File: src/rtl/scu_regs_pkg.sv
package scu_regs_pkg;
  localparam int CNT_W    = 2;
  localparam int MASK_LSB = 4;

  localparam logic [7:0] OFF_CTRL  = 8'h00;
  localparam logic [7:0] OFF_CFG   = 8'h04;
  localparam logic [7:0] OFF_STAT  = 8'h08;
  localparam logic [7:0] OFF_INVAL = 8'h0C;

  typedef enum logic [2:0] {
    SEL_NONE,
    SEL_CTRL,
    SEL_CFG,
    SEL_STAT,
    SEL_INVAL
  } scu_sel_e;
endpackage

File: src/rtl/scu_addr_decode.sv
module scu_addr_decode
  import scu_regs_pkg::*;
(
  input  logic [7:0] off_i,
  input  logic       we_i,
  output scu_sel_e   sel_o,
  output logic       bad_o
);
  always_comb begin
    case (off_i)
      OFF_CTRL:  sel_o = SEL_CTRL;
      OFF_CFG:   sel_o = SEL_CFG;
      OFF_STAT:  sel_o = SEL_STAT;
      OFF_INVAL: sel_o = SEL_INVAL;
      default:   sel_o = SEL_NONE;
    endcase
  end

  // read-only words reject writes
  assign bad_o = (sel_o == SEL_NONE) ||
                 (we_i && ((sel_o == SEL_CFG) || (sel_o == SEL_STAT)));
endmodule

File: src/rtl/scu_cfg_word.sv
module scu_cfg_word
  import scu_regs_pkg::*;
#(
  parameter int NUM_CPU = 4,
  parameter int DATA_W  = 32
) (
  output logic [DATA_W-1:0] cfg_o
);
  localparam int CNT_VAL = NUM_CPU - 1;

  for (genvar g = 0; g < DATA_W; g++) begin : g_bit
    if (g >= MASK_LSB && g < MASK_LSB + NUM_CPU) begin : g_mask
      assign cfg_o[g] = 1'b1;
    end else if (g < CNT_W) begin : g_cnt
      assign cfg_o[g] = ((CNT_VAL >> g) & 1) != 0;
    end else begin : g_zero
      assign cfg_o[g] = 1'b0;
    end
  end
endmodule

File: src/rtl/scu_reg_block.sv
module scu_reg_block
  import scu_regs_pkg::*;
#(
  parameter int NUM_CPU = 4,
  parameter int ADDR_W  = 12,
  parameter int DATA_W  = 32
) (
  input  logic              clk_i,
  input  logic              rst_ni,
  input  logic              req_i,
  input  logic              we_i,
  input  logic [ADDR_W-1:0] addr_i,
  input  logic [DATA_W-1:0] wdata_i,
  output logic [DATA_W-1:0] rdata_o,
  output logic              err_o,
  output logic              snoop_en_o
);
  scu_sel_e          sel;
  logic              bad;
  logic [DATA_W-1:0] cfg_word;
  logic              ctrl_q;
  logic              err_q;
  logic [DATA_W-1:0] rdata_q;
  logic              unused_bits;

  assign unused_bits = ^{addr_i[ADDR_W-1:8], wdata_i[DATA_W-1:1]};

  scu_addr_decode u_dec (
    .off_i (addr_i[7:0]),
    .we_i  (we_i),
    .sel_o (sel),
    .bad_o (bad)
  );

  scu_cfg_word #(.NUM_CPU(NUM_CPU), .DATA_W(DATA_W)) u_cfg (
    .cfg_o (cfg_word)
  );

  always_ff @(posedge clk_i or negedge rst_ni) begin
    if (!rst_ni) begin
      ctrl_q  <= 1'b0;
      err_q   <= 1'b0;
      rdata_q <= '0;
    end else begin
      err_q   <= req_i && bad;
      rdata_q <= '0;
      if (req_i && !bad) begin
        if (we_i) begin
          if (sel == SEL_CTRL) ctrl_q <= wdata_i[0];
        end else begin
          case (sel)
            SEL_CTRL: rdata_q <= {{(DATA_W-1){1'b0}}, ctrl_q};
            SEL_CFG:  rdata_q <= cfg_word;
            default:  rdata_q <= '0;
          endcase
        end
      end
    end
  end

  assign rdata_o    = rdata_q;
  assign err_o      = err_q;
  assign snoop_en_o = ctrl_q;
endmodule

File: config.mk
export PLATFORM = sky130hd
export DESIGN_NAME = scu_reg_block
export DESIGN_NICKNAME = d
export VERILOG_FILES = /design/src/rtl/scu_regs_pkg.sv /design/src/rtl/scu_addr_decode.sv /design/src/rtl/scu_cfg_word.sv /design/src/rtl/scu_reg_block.sv
export SDC_FILE = /design/constraint.sdc
export NUM_CORES = 1
export LEC_CHECK = 0
export ABC_CLOCK_PERIOD_IN_PS = 2250
export BUFFER_PORTS_ARGS = -buffer_cell sky130_fd_sc_hd__buf_2
export CORE_MARGIN = 1
export CORE_UTILIZATION = 27
export DETAILED_ROUTE_END_ITERATION = 10
export PLACE_DENSITY_LB_ADDON = 0.15
export SYNTH_ARGS = -nofsm -noshare
export SYNTH_HDL_FRONTEND = slang
export SYNTH_SLANG_ARGS = --single-unit
File: constraint.sdc
create_clock -name clk_i -period 2.25 [get_ports clk_i]
set_clock_uncertainty 0.2 [all_clocks]
set_input_delay 0 -clock clk_i [delete_from_list [all_inputs] [get_ports clk_i]]
set_output_delay 0 -clock clk_i [all_outputs]
set_load 0.05 [all_outputs]
==> results.sh, run 1 <==
export IMPL_outcome="complete, no violations"
export IMPL_io_buffers=20
export IMPL_setup_slack_ps=367
export IMPL_busiest_layer="met2"
export IMPL_h_tree_depth=1
export IMPL_yosysWarnings=0
export IMPL_grt_pass1_vias=252
export IMPL_syn_area_per_cell_um2=8.73
export IMPL_wirelength_um=580
export IMPL_wl_per_cell_um=6.24
export IMPL_antenna_found_initial=0
export IMPL_detail_route_iter0_violations=2
export IMPL_syn_area_um2=428
export IMPL_critical_path_peak_fanout=4
export IMPL_finalSetupTns_ps=0
export IMPL_num_antenna_cells=0
export IMPL_layout_drive_gt1_share_pct=31.2
export IMPL_grt_max_degree=6
export IMPL_setup_worst_path_start_class="input port"
export IMPL_leakagePower_nw=0.324
export IMPL_finalSetupViolCount=0
export IMPL_ys_types=15
export IMPL_core_area_mm2=0.00149
export IMPL_ys_seq_area_share_pct=23.4
export IMPL_cts_resized=0
export IMPL_met3_usage_pct=1.74
export IMPL_grt_ovfl_total=0
export IMPL_rsz0062_at_grt="false"
export IMPL_ios=82
export IMPL_multi_input_area_um2=193
export IMPL_clk_pin_slew_worst_paths_ps=40
export IMPL_fmax_mhz=531
export IMPL_hp_class="input port to register"
export IMPL_crit_arrival_ps=1790
export IMPL_min_period_over_period_pct=83.7
export IMPL_min_from="addr_i[6]"
export IMPL_cts_buffers=3
export IMPL_use_met1_pct=7.59
export IMPL_total_power_mw=0.294
export IMPL_use_met2_pct=12.2
export IMPL_drc_errors=0
export IMPL_cellPowerDensity_mw_per_mm2=545
export IMPL_seq_area_um2=100
export IMPL_worstPathRequired_ps=2160
export IMPL_dp_slack_ps=1010
export IMPL_nets=127
export IMPL_holdWs_ps=417
export IMPL_cp_end_kind="register"
export IMPL_gp_congestion=0.713
export IMPL_die_height_um=41.8
export IMPL_cts_sinks=4
export IMPL_setup_worst_path_class="input port to register"
export IMPL_slew_viol_final=0
export IMPL_die_area_mm2=0.00175
export IMPL_cts_root_buf="clkbuf_4"
export IMPL_nFillCells=148
export IMPL_first_pass_iters=4
export IMPL_syn_inst=49
export IMPL_insertion_delay_ps=230
export IMPL_hold_viol=0
export IMPL_antenna_left=0
export IMPL_r2r_start="snoop_en_o$_DFFE_PN0P_"
export IMPL_clockBufferDepth=2
export IMPL_rows=14
export IMPL_maxCapViolations=0
export IMPL_grtUsageTotal_pct=7.52
export IMPL_crit_start="addr_i[2]"
export IMPL_initial_core_util_pct=28.7
export IMPL_die_x_um=41.8
export IMPL_vias_per_cell=3.44
export IMPL_cts_tree="built"
export IMPL_dpl_hpwl_um=460
export IMPL_area_delta_synth_final_pct=26.0
export IMPL_ir_worst_vdd_mv=0.160
export IMPL_via_count=320
export IMPL_grt_pass1_wl_um=959
export IMPL_timing_final_crit_period_ps=1880
export IMPL_synth_seq_cells=4
synthesized netlist by cell type (all sizes together):
cell type,number,share of area (%)
a31oi,1,1.5
buf,30,53
conb,1,0.88
dfrtp,4,23
inv,1,0.88
mux2,1,2.6
nand2,1,0.88
nand3,1,1.2
nand4,1,1.5
nor2,2,1.8
nor2b,2,2.9
nor3,1,1.2
nor3b,1,1.8
nor4,1,5.0
xor2,1,2.0
what timing repair did:
action                    in CTS  in global routing
hold buffers                  10                  0
hold endpoints to repair       8                  0
setup buffers                  0                  0
cell families after synthesis:
group	count (synthesis)	share of synthesized area, %
flip-flops	4	23.4
XOR/XNOR	1	2.05
AND/OR/NAND/NOR	10	16.1
AO/OA/AOI/OAI	1	1.46
other	1	0.876
multiplexers	1	2.63
buffers and inverters	31	53.5
path summary, 6_finish.rpt:
check                           depth (start not counted)                      to  slack (ps)
max in group asynchronous                               3         err_o$_DFF_PN0_        1220
min in group asynchronous                               3    rdata_o[0]$_DFF_PN0_         460
worst min-delay path                                    4         err_o$_DFF_PN0_         420
worst max register to register                          2  snoop_en_o$_DFFE_PN0P_         700
worst max-delay path                                    6  snoop_en_o$_DFFE_PN0P_         370
worst min register to register                          2  snoop_en_o$_DFFE_PN0P_         870
final cells by class:
| type | count | area share (%) |
|---|---|---|
| clock buffers | 3 | 4.18 |
| inverters | 1 | 0.696 |
| multi-input cells | 39 | 35.7 |
| flip-flops and latches | 4 | 18.6 |
| well taps | 16 | 3.71 |
| repair buffers | 30 | 37.1 |
flip-flops by register name, indices dropped and copies added, names as in the netlist:
name / flops
rdata_o: 2
err_o: 1
snoop_en_o: 1
cells in the final DEF (no fill, tap or decap):
master / instances
a31oi_1: 1
buf_2: 20
clkbuf_4: 3
conb_1: 26
dfrtp_1: 4
dlygate4sd3_1: 10
inv_1: 1
mux2_1: 1
nand2_1: 1
nand3_1: 1
nand4_1: 1
nor2_1: 2
nor2b_1: 2
nor3_1: 1
nor3b_1: 1
nor4_4: 1
xor2_1: 1
per-stage QoR:
| stage | cell area [um2] | utilization (%) | std cells |
|---|---|---|---|
| floorplan | 522 | - | 74 |
| global placement | 417 | 28.0 | 80 |
| detailed placement | 417 | 28.0 | 80 |
| CTS | 539 | 36.2 | 93 |
| global route | 539 | 36.2 | 93 |
| finish | 539 | 36.2 | 93 |
where the power goes:
part | switching (mW) | internal, mW | total, mW
Combinational | 0.113 | 0.0214 | 0.134
Sequential | 0.000569 | 0.0739 | 0.0744
Clock | 0.0257 | 0.0594 | 0.0851
metal layers:
| metal | part of all wire, % | wire [um] | vias up |
|---|---|---|---|
| li1 | - | - | 155 |
| met1 | 36 | 211 | 139 |
| met2 | 52 | 301 | 26 |
| met3 | 12 | 67 | 0 |
| met4 | 0 | 0 | 0 |
| met5 | 0 | 0 | - |
critical path: stages:
cell and delay (ps):
dlygate4sd3_1 540, buf_2 150, nor2b_1 110, nand4_1 120, mux2_1 330, dlygate4sd3_1 560
No activity file was read; power rests on OpenSTA's default activity.
==> inputs of run 2 (changes only) <==
ABC_CLOCK_PERIOD_IN_PS = 1500   (was 2250)
CORE_UTILIZATION = 22   (was 27)
clock period = 1.5 ns   (was 2.25 ns; I/O delays follow)
==> run 2 against run 1 <==
The flow now finishes with violations (hold timing). Count of clock-buffer cells in the layout stayed put. Sequential share of layout area hardly changed. Routed wire length is 5.2% higher. Critical path type unchanged. Critical endpoint is now rdata_o[6]$_DFF_PN0_. Largest cell class is now multi-input combinational cells. Highest routed layer is now met4.
==> results.sh, run 2 (synthesized netlist as in run 1, its figures left out) <==
export IMPL_outcome="finished, violations left"
export IMPL_violations="hold timing"
export IMPL_cts_root_buf="clkbuf_4"
export IMPL_wl_per_cell_um=6.10
export IMPL_setup_worst_path_class="input port to register"
export IMPL_num_antenna_cells=0
export IMPL_grt_pass1_vias=239
export IMPL_setup_worst_path_start_class="input port"
export IMPL_rows=15
export IMPL_dp_cells=89
export IMPL_detail_route_iter0_violations=3
export IMPL_post_cts_buffers=0
export IMPL_total_power_mw=0.442
export IMPL_die_x_um=46.1
export IMPL_hold_buffers=8
export IMPL_fmax_mhz=692
export IMPL_layout_drive_gt1_share_pct=34.7
export IMPL_finalSetupTns_ps=0
export IMPL_initial_core_util_pct=24.0
export IMPL_grt_ovfl_total=0
export IMPL_dpl_instance_area_um2=428
export IMPL_gp_congestion=0.696
export IMPL_crit_arrival_ps=1360
export IMPL_core_area_mm2=0.00178
export IMPL_io_buffers=20
export IMPL_clockBufferDepth=2
export IMPL_drc_errors=0
export IMPL_wirelength_um=610
export IMPL_grt_pass1_wl_um=917
export IMPL_critical_path_peak_fanout=4
export IMPL_grt_max_degree=6
export IMPL_dpl_hpwl_um=524
export IMPL_via_count=304
export IMPL_final_cells=100
export IMPL_clk_pin_slew_worst_paths_ps=40
export IMPL_cts_buffers=3
export IMPL_cts_sinks=4
export IMPL_layout_commonest_cell="conb_1"
export IMPL_cts_tree="built"
export IMPL_reg2regPathDepth=3
export IMPL_antenna_left=0
export IMPL_timing_final_crit_period_ps=1450
export IMPL_worstPathRequired_ps=1410
export IMPL_area_delta_synth_final_pct=25.7
export IMPL_ios=82
export IMPL_nets=125
export IMPL_largest_register_ffs=2
export IMPL_finalSetupViolCount=0
export IMPL_min_period_over_period_pct=96.3
export IMPL_insertion_delay_ps=230
export IMPL_cellPowerDensity_mw_per_mm2=822
export IMPL_hold_viol=2
export IMPL_leakagePower_nw=0.314
export IMPL_cp_end_kind="register"
export IMPL_vias_per_cell=3.04
export IMPL_die_height_um=46.1
export IMPL_antenna_found_initial=0
export IMPL_final_cell_mix="conb_1, buf_2, dlygate4sd3_1, dfrtp_1, clkbuf_4"
export IMPL_h_tree_depth=1
export IMPL_hp_class="input port to register"
export IMPL_stdcell_area_um2=538
export IMPL_holdWs_ps=-113
export IMPL_slew_viol_final=0
export IMPL_hold_path_depth=3
export IMPL_first_pass_iters=2
export IMPL_ir_worst_vdd_mv=0.176
export IMPL_maxCapViolations=0
export IMPL_grtUsageTotal_pct=6.72
export IMPL_rsz0062_at_grt="false"
export IMPL_die_area_mm2=0.00213
run 2: cell types whose count changed in the layout (fill, tap and decap cells not counted), sizes merged:
| cell | before | now |
|---|---|---|
| dlygate4sd3 | 10 | 8 |
run 2: report_power, final:
group / switching (mW) / internal [mW]
registers: 0.000906 / 0.111
clock network: 0.0418 / 0.0893
logic: 0.169 / 0.0298
run 2: through the flow:
step,util (%),setup slack (ps)
final,30.2,54.8
after global routing,30.2,3.36
after CTS,29.8,65.4
after detailed placement,24.0,235
after global placement,24.0,267
after floorplan,-,268
run 2: final cells by class:
| cell class | count | area, um2 |
|---|---|---|
| Multi-Input combinational cell | 39 | 200 |
| Inverter | 1 | 3.75 |
| Timing Repair Buffer | 28 | 180 |
| Sequential cell | 4 | 100 |
| Fill cell | 192 | 1240 |
| Tap cell | 25 | 31.3 |
| Clock buffer | 3 | 22.5 |
run 2: what timing repair did:
item	CTS	global route
setup endpoints to repair	0	2
gates resized for setup	0	2
endpoints found under the hold margin	8	2
run 2: worst max-delay path, stage by stage:
cell and delay [ps]:
dlygate4sd3_1 520, buf_2 150, nor3b_2 150, dlygate4sd3_1 540
run 2: routing by layer:
metal  track usage, %  vias to the layer above  part of all wire, %
met5                0                        -                    0
met4             10.6                        0                  3.1
met3             1.57                        2                   11
met2             8.45                       27                   49
met1             7.36                      123                   37
li1                 -                      152                    -
run 2: path summary, 6_finish.rpt:
kind	from	end	slack (ps)
max reg2reg	snoop_en_o$_DFFE_PN0P_	rdata_o[0]$_DFF_PN0_	130
max	addr_i[2]	rdata_o[6]$_DFF_PN0_	50
max in group asynchronous	rst_ni	err_o$_DFF_PN0_	460
min reg2reg	snoop_en_o$_DFFE_PN0P_	snoop_en_o$_DFFE_PN0P_	340
min in group asynchronous	rst_ni	rdata_o[0]$_DFF_PN0_	470
min	addr_i[6]	err_o$_DFF_PN0_	-110
